===== config.mk =====
export PLATFORM = sky130hd
export DESIGN_NAME = uart_baud_gen
export DESIGN_NICKNAME = d
export VERILOG_FILES = /design/src/rtl/rate_gen_pkg.sv /design/src/rtl/rg_divisor_reg.sv /design/src/rtl/rg_prescale_cnt.sv /design/src/rtl/rg_ovs_div.sv /design/src/rtl/uart_baud_gen.sv
export SDC_FILE = /design/constraint.sdc
export NUM_CORES = 1
export LEC_CHECK = 0
export ABC_AREA = 1
export BUFFER_PORTS_ARGS = -buffer_cell sky130_fd_sc_hd__buf_4
export CORE_ASPECT_RATIO = 1.75
export CORE_MARGIN = 2
export CORE_UTILIZATION = 50
export CTS_BUF_LIST = sky130_fd_sc_hd__clkbuf_8 sky130_fd_sc_hd__clkbuf_16
export DETAILED_ROUTE_END_ITERATION = 8
export PLACE_DENSITY = 0.72
export SYNTH_ARGS = -nofsm -noshare
export SYNTH_HDL_FRONTEND = slang
export SYNTH_SLANG_ARGS = --single-unit

===== constraint.sdc =====
create_clock -name clk -period 2.1 [get_ports clk]
set_clock_uncertainty 0.2 [all_clocks]
set_input_delay 0.525 -clock clk [delete_from_list [all_inputs] [get_ports clk]]
set_output_delay 0.525 -clock clk [all_outputs]
set_load 0.01 [all_outputs]

===== src/rtl/rate_gen_pkg.sv =====
`timescale 1ns/1ps
// Shared sizing for the bit-rate tick generator.
// Assumes the lower write part is one data byte wide.
package rate_gen_pkg;
    localparam int DIV_W      = 12;            // divisor width
    localparam int LO_W       = 8;             // width of the lower write part
    localparam int OVS_NORMAL = 16;            // sample strobes per bit, normal mode
    localparam int OVS_FAST   = 8;             // sample strobes per bit, fast mode
endpackage


===== src/rtl/rg_divisor_reg.sv =====
`timescale 1ns/1ps
// Divisor register. It is built from two write parts that share one data bus.
// The upper-part write takes only the low DIV_W-LO_W bits of the bus.
// The lower-part write raises a one-cycle restart pulse that lines up with the new value.
// Assumes DIV_W > LO_W.
module rg_divisor_reg #(
    parameter int DIV_W = 12,
    parameter int LO_W  = 8
) (
    input  logic             clk,
    input  logic             rst_n,
    input  logic             hi_wr,
    input  logic             lo_wr,
    input  logic [LO_W-1:0]  wr_data,
    output logic [DIV_W-1:0] div_q,
    output logic             restart_q
);
    localparam int HI_W = DIV_W - LO_W;

    // Capture the divisor parts and flag a restart after each lower-part write.
    always_ff @(posedge clk) begin
        if (!rst_n) begin
            div_q     <= '0;
            restart_q <= 1'b0;
        end else begin
            restart_q <= lo_wr;
            if (hi_wr)
                div_q[DIV_W-1:LO_W] <= wr_data[HI_W-1:0];
            if (lo_wr)
                div_q[LO_W-1:0] <= wr_data;
        end
    end

    assert_hi_keeps_low_R4: assert property (@(posedge clk) disable iff (!rst_n)
        (hi_wr && !lo_wr) |=> (div_q[LO_W-1:0] == $past(div_q[LO_W-1:0])));

    assert_hi_reserved_ignored_R5: assert property (@(posedge clk) disable iff (!rst_n)
        hi_wr |=> (div_q[DIV_W-1:LO_W] == $past(wr_data[HI_W-1:0])));
endmodule


===== src/rtl/rg_prescale_cnt.sv =====
`timescale 1ns/1ps
// Prescaler down-counter. It reloads the divisor when it reaches zero and on restart.
// It emits a registered one-cycle strobe for each pass through zero, giving a period of div+1.
// Assumes that restart is a single-cycle pulse.
module rg_prescale_cnt #(
    parameter int DIV_W = 12
) (
    input  logic             clk,
    input  logic             rst_n,
    input  logic             restart,
    input  logic [DIV_W-1:0] div,
    output logic             tick
);
    logic [DIV_W-1:0] cnt;

    // Count down, reload on zero or restart, and register the zero strobe.
    always_ff @(posedge clk) begin
        if (!rst_n) begin
            cnt  <= '0;
            tick <= 1'b0;
        end else if (restart) begin
            cnt  <= div;
            tick <= 1'b0;
        end else if (cnt == '0) begin
            cnt  <= div;
            tick <= 1'b1;
        end else begin
            cnt  <= cnt - 1'b1;
            tick <= 1'b0;
        end
    end

    assert_count_down_R2: assert property (@(posedge clk) disable iff (!rst_n)
        (!restart && cnt != '0) |=> (cnt == $past(cnt) - 1'b1));

    assert_restart_loads_R3: assert property (@(posedge clk) disable iff (!rst_n)
        restart |=> ((cnt == $past(div)) && !tick));
endmodule


===== src/rtl/rg_ovs_div.sv =====
`timescale 1ns/1ps
// Oversampling divider. It counts sample strobes and flags the last one of each bit period.
// The ratio is OVS_FAST in fast asynchronous mode and OVS_NORMAL otherwise.
// Assumes OVS_NORMAL >= OVS_FAST, both powers of two.
module rg_ovs_div #(
    parameter int OVS_NORMAL = 16,
    parameter int OVS_FAST   = 8
) (
    input  logic clk,
    input  logic rst_n,
    input  logic restart,
    input  logic tick,
    input  logic dbl_speed,
    input  logic sync_mode,
    output logic bit_tick
);
    localparam int OVS_W = $clog2(OVS_NORMAL);

    logic [OVS_W-1:0] ocnt;
    logic [OVS_W-1:0] last_idx;
    logic             at_last;

    // Choose the final strobe index; synchronous mode overrides fast mode.
    always_comb begin
        last_idx = (dbl_speed && !sync_mode) ? OVS_W'(OVS_FAST - 1) : OVS_W'(OVS_NORMAL - 1);
        at_last  = (ocnt >= last_idx);
        bit_tick = tick && at_last;
    end

    // Advance on each sample strobe, wrap after the final one, clear on restart.
    always_ff @(posedge clk) begin
        if (!rst_n || restart)
            ocnt <= '0;
        else if (tick)
            ocnt <= at_last ? '0 : ocnt + 1'b1;
    end

    assert_restart_clears_R3: assert property (@(posedge clk) disable iff (!rst_n)
        restart |=> (ocnt == '0));
endmodule


===== src/rtl/uart_baud_gen.sv =====
`timescale 1ns/1ps
// Bit-rate tick generator for an asynchronous serial port.
// Chains the divisor register, the prescaler and the oversampling divider.
// Assumes the write strobes are synchronous to clk and that software keeps the upper bits
// of an upper-part write at zero (they are ignored here).
module uart_baud_gen
    import rate_gen_pkg::*;
#(
    parameter int DIV_W      = rate_gen_pkg::DIV_W,
    parameter int LO_W       = rate_gen_pkg::LO_W,
    parameter int OVS_NORMAL = rate_gen_pkg::OVS_NORMAL,
    parameter int OVS_FAST   = rate_gen_pkg::OVS_FAST
) (
    input  logic            clk,
    input  logic            rst_n,
    input  logic            hi_wr,
    input  logic            lo_wr,
    input  logic [LO_W-1:0] wr_data,
    input  logic            dbl_speed,
    input  logic            sync_mode,
    output logic            sample_tick,
    output logic            bit_tick
);
    logic [DIV_W-1:0] div_q;
    logic             restart_q;

    rg_divisor_reg #(.DIV_W(DIV_W), .LO_W(LO_W)) i_div (
        .clk       (clk),
        .rst_n     (rst_n),
        .hi_wr     (hi_wr),
        .lo_wr     (lo_wr),
        .wr_data   (wr_data),
        .div_q     (div_q),
        .restart_q (restart_q)
    );

    rg_prescale_cnt #(.DIV_W(DIV_W)) i_pre (
        .clk     (clk),
        .rst_n   (rst_n),
        .restart (restart_q),
        .div     (div_q),
        .tick    (sample_tick)
    );

    rg_ovs_div #(.OVS_NORMAL(OVS_NORMAL), .OVS_FAST(OVS_FAST)) i_ovs (
        .clk       (clk),
        .rst_n     (rst_n),
        .restart   (restart_q),
        .tick      (sample_tick),
        .dbl_speed (dbl_speed),
        .sync_mode (sync_mode),
        .bit_tick  (bit_tick)
    );

    assert_bit_on_sample_R6: assert property (@(posedge clk) disable iff (!rst_n)
        bit_tick |-> sample_tick);
endmodule


==> results.cfg, run 1 <==
[sta]
rsz0062_at_grt = false
holdWs_ps = 253.4
relSlewSlack_pct = 76.38
drv_slew = 0
max_freq_mhz = 487.4
finalCritPeriodShare_pct = 97.71
finalSetupTns_ps = 0
period_needed_ps = 2052
tightestPinTransition_ps = 354.0
hold_viol_final = 0
setup_violations = 0

[clock_network]
cts.reportedPaths.clkPinSlew_ps = 60
cts_buffers = 5
cts_buffer_depth = 2
cts_root_buffer = clkbuf_8
cts_max_level = 2
clock_sinks = 30
clk_latency_ps = 280
cts_tree = built
ctsHoldBuffers = 0

[worst_setup_path]
regToRegEndpoint = i_pre.cnt[10]
startpoint = dbl_speed
r2r_slack_ps = 440
critPathMaxStageDelay_ps = 280
cp-endpoint = bit_tick
reg2reg_depth = 9
cp_data_required_time_ps = 1370
cpMaxStageDelayCell = ha_1
critPathBufInv = 4
cp_max_fo = 2
cp-end-kind = primary output
arrival_ps = 1330
start_kind = input pin
reg2reg_from = i_pre.cnt[0]
crit_chain = buf_6 -> inv_2 -> nor2_2 -> ha_1 -> nand3_1 -> nand2_1 -> nand2_1 -> inv_2 -> buf_6
critPathTopFamily = buffers and inverters
path_class = input pin to primary output
cp.depth = 9

[placement]
hpwl_um = 2081
io_buffers = 15
gp_congestion = 0.7945

[synth]
synthCells = 223
avgSynthCellArea_um2 = 6.896
synth-edff-count = 0
async_flop_share_pct = 0
yosysWarnings = 0
synth_top_area_cell = dfxtp_1
synth_common_cells = nand2_1 (49), nor2_1 (31), dfxtp_1 (30), inv_1 (30), o21ai_0 (16)
synth-main-ff-cell = dfxtp_1
synth_area_um2 = 1538
synth_fp_nets = 241
ys_ff_latch = 30
synth_top_area_share_pct = 39.06
synth-seq-area-share_pct = 39.06
synthTopCellsByArea = dfxtp_1 (39%), nand2_1 (12%), nor2_1 (7.6%), inv_1 (7.3%), nor2_2 (5.7%)
ys_types = 22
yosysMostFrequentCell = nand2_1

[route]
firstDrtPassIters = 4
wl_um = 2768
wl_per_cell_um = 10.25
drc_errors = 0
drt.antenna.violating_nets = 0
vias = 1310
drt_iter0_markers = 9
viasPerCell = 4.852

[layout]
nNetsFinal = 260
diodes = 0
seq_area_um2 = 600.6
final_layout_size_suffix_gt1_share_pct = 20.25
final_core_util_pct = 59.66
multi_input_area_um2 = 779.5
fill_cells = 286
area_growth_pct = 13.59

[floorplanning]
die_w_um = 45.92
die_h_um = 77.36
coreArea_um2 = 2928
die-area_um2 = 3552
start_util_pct = 52.52
pin_count = 16
rows = 26

[global_routing]
track_usage_pct = 18.89
grt_pass1_vias = 1207
antenna_found_initial = 0
grt-ovfl-total = 0
grt_max_degree = 27
grt_first_pass_wirelength_um = 4809

[flow_run]
drv_cap = 0

[power_and_ir_drop]
power_density_nw_per_um2 = 986.1
p_leak_nw = 0.8504
ir_drop_uv = 599.8

[run_status]
status = completed

[worst_hold_path]
min_path_type = flop to flop
worst min-delay path by stage:
stage          slack, ps               to  depth (start not counted)       startpoint
2_1_floorplan        230  i_div.div_q[11]                          2  i_div.div_q[11]
3_3_place_gp         240  i_div.div_q[10]                          2  i_div.div_q[10]
3_5_place_dp         250   i_div.div_q[5]                          2   i_div.div_q[5]
4_1_cts              260   i_div.div_q[5]                          2   i_div.div_q[5]
5_1_grt              270  i_div.div_q[11]                          2  i_div.div_q[11]
6_report             250  i_div.div_q[11]                          2  i_div.div_q[11]
stage by stage:
stage / instances / instance area, µm² / setup WS [ps] / power [mW]
after CTS: 268 / 1722 / 6.039 / 1.743
after global placement: 261 / 1645 / 44.52 / 1.313
final: 270 / 1747 / 48.13 / 1.722
after detailed placement: 261 / 1645 / 12.63 / 1.322
after floorplan: 223 / 1538 / 237.5 / 1.233
after global routing: 270 / 1747 / 2.793 / 1.878
cells by family (layout without fill, tap and decap cells):
| group | Yosys count | after routing | share of synthesized area [%] |
|---|---|---|---|
| XOR/XNOR | 2 | 2 | 1.139 |
| buffers and inverters | 36 | 55 | 10.41 |
| AO/OA/AOI/OAI | 31 | 31 | 10.09 |
| AND/OR/NAND/NOR | 120 | 120 | 36.05 |
| flip-flops | 30 | 30 | 39.06 |
| adder cells (fa/ha/maj) | 4 | 4 | 3.255 |
layout by cell type (no fill, tap or decap):
cell      Yosys  routed
nand2_2       4       4
clkbuf_8      0       5
nor2_4        1       1
nand2_4       2       2
ha_1          4       4
nand2_1      49      49
nor3_1        2       2
nor2_2       14      15
buf_4         0      16
nand3_1      12      12
nand3b_1      3       3
inv_2         0       2
and2_4        1       1
nor2_1       31      30
or2_2         1       1
xnor2_1       2       2
inv_1        30      30
a21oi_1      15      15
dfxtp_1      30      30
buf_6         1       2
o21ai_0      16      16
report_power, final:
group | internal [mW] | switching (mW)
Clock | 0.217 | 0.194
Sequential | 0.650 | 0.0617
Combinational | 0.236 | 0.363
registers in the layout, indices dropped and copies added, names as in the netlist:
register         cells
i_pre.tick           1
i_pre.cnt           12
i_ovs.ocnt           4
i_div.div_q         12
i_div.restart_q      1
worst reg2reg max path, cell delays in order (launching register included):
cell	delay, ps
dfxtp_1	310
inv_1	120
ha_1	270
nand2_1	160
nor2_1	210
nand2_1	80
nand2_1	60
nand2_1	60
nor2_2	70
nor2_1	40
per-layer routing:
layer | part of all wire [%] | global-route usage (%) | up-vias
li1 | - | - | 724
met1 | 39 | 17.67 | 555
met2 | 54 | 33.33 | 24
met3 | 3.0 | 4.884 | 7
met4 | 3.8 | 11.71 | 0
met5 | 0 | 0 | -
what timing repair did:
item                                    CTS  global route
endpoints found under the setup margin    0             1
buffers inserted                          0             2
resized for setup                         0             5
final cells by class:
| type | instances | share of cell area (%) |
|---|---|---|
| Clock buffer | 5 | 3.940 |
| Clock inverter | 2 | 0.4298 |
| Inverter | 30 | 6.447 |
| Multi-Input combinational cell | 157 | 44.63 |
| Sequential cell | 30 | 34.38 |
| Tap cell | 28 | 2.006 |
| Timing Repair Buffer | 18 | 8.166 |
Power figures use the tool's default switching activity.
==> inputs of run 2 (changes only) <==
--- a/config.mk
+++ b/config.mk
@@ -13,5 +13,5 @@
 export CTS_BUF_LIST = sky130_fd_sc_hd__clkbuf_8 sky130_fd_sc_hd__clkbuf_16
 export DETAILED_ROUTE_END_ITERATION = 8
-export PLACE_DENSITY = 0.72
+export PLACE_DENSITY = 0.77
 export SYNTH_ARGS = -nofsm -noshare
 export SYNTH_HDL_FRONTEND = slang
==> constraint.sdc (replaced) <==
create_clock -name clk -period 2.1 [get_ports clk]
set_clock_uncertainty 0.2 [all_clocks]
set_input_delay 0.105 -clock clk [delete_from_list [all_inputs] [get_ports clk]]
set_output_delay 0.105 -clock clk [all_outputs]
set_load 0.01 [all_outputs]
==> run 2 against run 1 <==
Hold slack worse by 12 ps. Largest power group unchanged. Non-clock buffer count is 17 higher. Largest cell class unchanged. Final area is 10% higher. Maximum frequency is 8.6% higher. Via count is 8.5% higher. Total power is 5.5% higher. Clock power is 13% higher. Register-to-register slack better by 30 ps. Core utilization is 6.2 points higher. Die area stayed put.
==> results.cfg, run 2 (synthesized netlist as in run 1, its figures left out) <==
[layout]
layout_common_cells = nand2_1 (49), inv_1 (31), nor2_1 (31), dfxtp_1 (30), dlygate4sd3_1 (20)
area_growth_pct = 25.47
reg_top3 = i_div.div_q: 12 flops, i_pre.cnt: 12 flops, i_ovs.ocnt: 4 flops
seq_area_um2 = 600.6
nNetsFinal = 277
final_layout_size_suffix_gt1_share_pct = 17.31
stdcell_count = 288
fill_cells = 251
multi_input_area_um2 = 777.0
diodes = 0
design_area_um2 = 1929
final_common_cell = nand2_1

[power_and_ir_drop]
ir_drop_uv = 540.2
power_density_nw_per_um2 = 941.5
p_leak_nw = 0.9313

[floorplanning]
start_util_pct = 52.52
coreArea_um2 = 2928
die_w_um = 45.92
die-area_um2 = 3552
rows = 26
die_h_um = 77.36
pin_count = 16

[sta]
tightestPinTransition_ps = 360.0
hold_viol_final = 0
max_freq_mhz = 529.3
finalCritPeriodShare_pct = 89.96
setup_violations = 0
finalWorstSetupSlack_ps = 210.8
holdWs_ps = 241.8
rsz0062_at_grt = false
relSlewSlack_pct = 75.98
period_needed_ps = 1889
finalSetupTns_ps = 0
drv_slew = 0

[worst_setup_path]
cp_data_required_time_ps = 2110
arrival_ps = 1900
reg2reg_depth = 9
reg2reg_from = i_pre.cnt[0]
start_kind = input pin
cp_max_fo = 11
critPathTopFamily = buffers and inverters
cp_common_cell = dlygate4sd3_1
regToRegEndpoint = i_pre.cnt[10]
path_class = input pin to flop
cp-end-kind = flop
crit_chain = dlygate4sd3_1 -> buf_4 -> inv_1 -> o21ai_0 -> dlygate4sd3_1 -> a21oi_1
r2r_slack_ps = 470
critPathMaxStageDelay_ps = 580
cpMaxStageDelayCell = dlygate4sd3_1
critPathBufInv = 4

[global_routing]
grt_first_pass_wirelength_um = 5554
grt_pass1_vias = 1350
track_usage_pct = 21.50
antenna_found_initial = 0
grt-ovfl-total = 0
grt_max_degree = 27

[clock_network]
cts_buffers = 5
cts_setup_buffers = 0
cts_root_buffer = clkbuf_8
cts.reportedPaths.clkPinSlew_ps = 60
post_cts_resized = 0
cts_tree = built
clock_sinks = 30
cts_max_level = 2
ctsHoldBuffers = 20
clk_latency_ps = 280
cts_buffer_depth = 2

[worst_hold_path]
min_path_type = input pin to flop
holdPathStages = 8
hold_end = i_ovs.ocnt[2]
min_from = sync_mode

[route]
wl_um = 3251
vias = 1421
drc_errors = 0
drt_iter0_markers = 23
firstDrtPassIters = 4
drt.antenna.violating_nets = 0
wl_per_cell_um = 11.29
viasPerCell = 4.934

[placement]
hpwl_um = 2013
placed_area_um2 = 1638
dpl_worst_slack_ps = 471.3
gp_congestion = 0.6982
place_inst = 260
io_buffers = 15

[run_status]
status = completed

[flow_run]
drv_cap = 0
run 2: area by class of cell:
type / count / area share [%]
inverter: 30 / 5.837
clock inverter: 2 / 0.4540
clock buffer: 6 / 4.280
sequential: 30 / 31.13
tap: 28 / 1.816
timing repair buffer: 35 / 16.21
multi-input combinational: 157 / 40.27
run 2: worst max path at each step:
stage	start	cells after the start	to	slack [ps]
after floorplan	i_pre.cnt[0]	10	i_pre.cnt[6]	620
after global placement	i_pre.cnt[0]	9	i_pre.cnt[10]	510
after detailed placement	i_pre.cnt[0]	9	i_pre.cnt[10]	470
after CTS	lo_wr	6	i_div.div_q[5]	340
after global routing	lo_wr	6	i_div.div_q[7]	130
final	lo_wr	6	i_div.div_q[7]	210
run 2: where the power goes:
group          total (mW)  internal [mW]  switching, mW
registers           0.713          0.650         0.0631
clock network       0.463          0.259          0.204
logic               0.640          0.262          0.378
run 2: per-stage QoR:
stage               total power, mW  utilization (%)
detailed placement            1.325            55.94
global placement              1.315            55.94
floorplan                     1.233                -
global route                  1.963            65.90
finish                        1.816            65.90
CTS                           1.822            65.90
run 2: worst register-to-register path, cell delays in order, from the launching register on:
cell     delay [ps]
dfxtp_1         310
inv_1           100
ha_1            160
nand3_1         120
nor2_4          140
nand2_4         110
nand2_4         200
nand2_1          80
nand2_1          60
nor2_1           40
run 2: metal layers:
layer | wire length, µm | track usage [%] | up-vias
met2 | 1834 | 37.92 | 29
met1 | 1251 | 22.42 | 626
met5 | 0 | 0 | -
li1 | - | - | 758
met4 | 72 | 11.43 | 0
met3 | 93 | 3.488 | 8
==> inputs of run 3 (changes only) <==
--- a/config.mk
+++ b/config.mk
@@ -11,5 +11,4 @@
 export CORE_MARGIN = 2
 export CORE_UTILIZATION = 50
-export CTS_BUF_LIST = sky130_fd_sc_hd__clkbuf_8 sky130_fd_sc_hd__clkbuf_16
 export DETAILED_ROUTE_END_ITERATION = 8
 export PLACE_DENSITY = 0.77
==> constraint.sdc (replaced) <==
create_clock -name clk -period 2.1 [get_ports clk]
set_clock_uncertainty 0.2 [all_clocks]
set_input_delay 0.105 -clock clk [delete_from_list [all_inputs] [get_ports clk]]
set_output_delay 0.105 -clock clk [all_outputs]
set_load 0.1 [all_outputs]
==> run 3 against run 2 <==
Register-to-register slack about the same. Critical path depth unchanged. Combinational power increased by 2%. Sequential power about the same. Cell count increased by 0.35%. Total power increased by 7.6%. Critical endpoint is now i_div.div_q[6].
==> results.cfg, run 3 (synthesized netlist as in run 1, its figures left out) <==
[worst_setup_path]
reg2reg_from = i_pre.cnt[0]
reg2reg_depth = 9
startpoint = lo_wr
cpMaxStageDelayCell = dlygate4sd3_1
arrival_ps = 1870
cp_max_fo = 11
cp_data_required_time_ps = 2110
path_class = input pin to flop
critPathMaxStageDelay_ps = 580
start_kind = input pin
r2r_slack_ps = 460
regToRegEndpoint = i_pre.cnt[9]
cp_common_cell = dlygate4sd3_1
cp-end-kind = flop
crit_chain = dlygate4sd3_1 -> buf_4 -> inv_1 -> o21ai_0 -> dlygate4sd3_1 -> a21oi_1

[floorplanning]
die_w_um = 45.92
die_h_um = 77.36
pin_count = 16
coreArea_um2 = 2928
die-area_um2 = 3552
rows = 26
start_util_pct = 52.52

[sta]
tightestPinTransition_ps = 377.8
relSlewSlack_pct = 74.78
setup_violations = 0
rsz0062_at_grt = false
max_freq_mhz = 536.8
hold_viol_final = 0
finalCritPeriodShare_pct = 88.72
finalSetupTns_ps = 0
finalWorstSetupSlack_ps = 237.0
period_needed_ps = 1863
drv_slew = 0

[clock_network]
clock_sinks = 30
clk_latency_ps = 290
cts_max_level = 2
cts_tree = built
cts_setup_buffers = 0
cts.reportedPaths.clkPinSlew_ps = 60
ctsHoldBuffers = 21
cts_buffer_depth = 2
cts_buffers = 5
cts_root_buffer = clkbuf_8
post_cts_resized = 0

[placement]
gp_congestion = 0.7232
dpl_worst_slack_ps = 471.2
io_buffers = 15
placed_area_um2 = 1639
hpwl_um = 2123

[route]
drt.antenna.violating_nets = 0
drt_iter0_markers = 28
firstDrtPassIters = 4
drc_errors = 0
wl_per_cell_um = 11.67
viasPerCell = 5.076
vias = 1467
wl_um = 3374

[layout]
design_area_um2 = 1963
diodes = 0
nNetsFinal = 278
layout_common_cells = nand2_1 (49), nor2_1 (31), inv_1 (30), dfxtp_1 (29), dlygate4sd3_1 (21)
reg_top3 = i_div.div_q: 12 flops, i_pre.cnt: 12 flops, i_ovs.ocnt: 4 flops
final_core_util_pct = 67.05
area_growth_pct = 27.66
final_common_cell = nand2_1
final_layout_size_suffix_gt1_share_pct = 18.01

[worst_hold_path]
holdPathStages = 8
min_from = sync_mode
hold_end = i_ovs.ocnt[2]
min_path_type = input pin to flop

[global_routing]
antenna_found_initial = 0
grt_pass1_vias = 1459
grt_max_degree = 27
grt_first_pass_wirelength_um = 5975
track_usage_pct = 23.00
grt-ovfl-total = 0

[power_and_ir_drop]
ir_drop_uv = 757.4
power_mw = 1.955
p_leak_nw = 0.9333
power_density_nw_per_um2 = 995.9

[flow_run]
drv_cap = 0

[run_status]
status = completed
==> run 3: final cells by class <==
class | count | area, µm²
clock buffers | 5 | 68.82
clock inverters | 3 | 45.04
fillers | 241 | 964.7
inverters | 30 | 112.6
multi-input cells | 157 | 777.0
flip-flops and latches | 30 | 601.8
well taps | 28 | 35.03
repair buffers | 36 | 322.8
==> run 3: worst max-delay path by stage <==
stage / end
after global placement: i_pre.cnt[10]
after floorplan: i_ovs.ocnt[3]
after CTS: bit_tick
final: i_div.div_q[6]
after global routing: i_div.div_q[7]
after detailed placement: i_pre.cnt[5]
==> run 3: where the power goes <==
group          switching [mW]  leakage [nW]  internal, mW
sequential             0.0643         0.249         0.650
combinational           0.391         0.634         0.264
clock                   0.233        0.0504         0.352
total                   0.689         0.933          1.27
==> run 3: routing by layer <==
layer	part of all wire (%)	GRT usage, %	vias up
li1	-	-	766
met1	39	23.25	654
met2	55	41.53	37
met3	3.1	4.186	10
met4	2.9	11.14	0
met5	0	0	-
==> run 3: worst max-delay path, delay by kind of cell <==
kind,cells,cell delay (ps)
buf+inv,4,1510
compound gates,2,260
==> run 3: through the flow <==
step           instances  hold WS (ps)
6_report             289         234.5
2_1_floorplan        223        -1.547
5_1_grt              289         280.2
3_3_place_gp         260         131.9
3_5_place_dp         260         148.8
4_1_cts              289         255.4
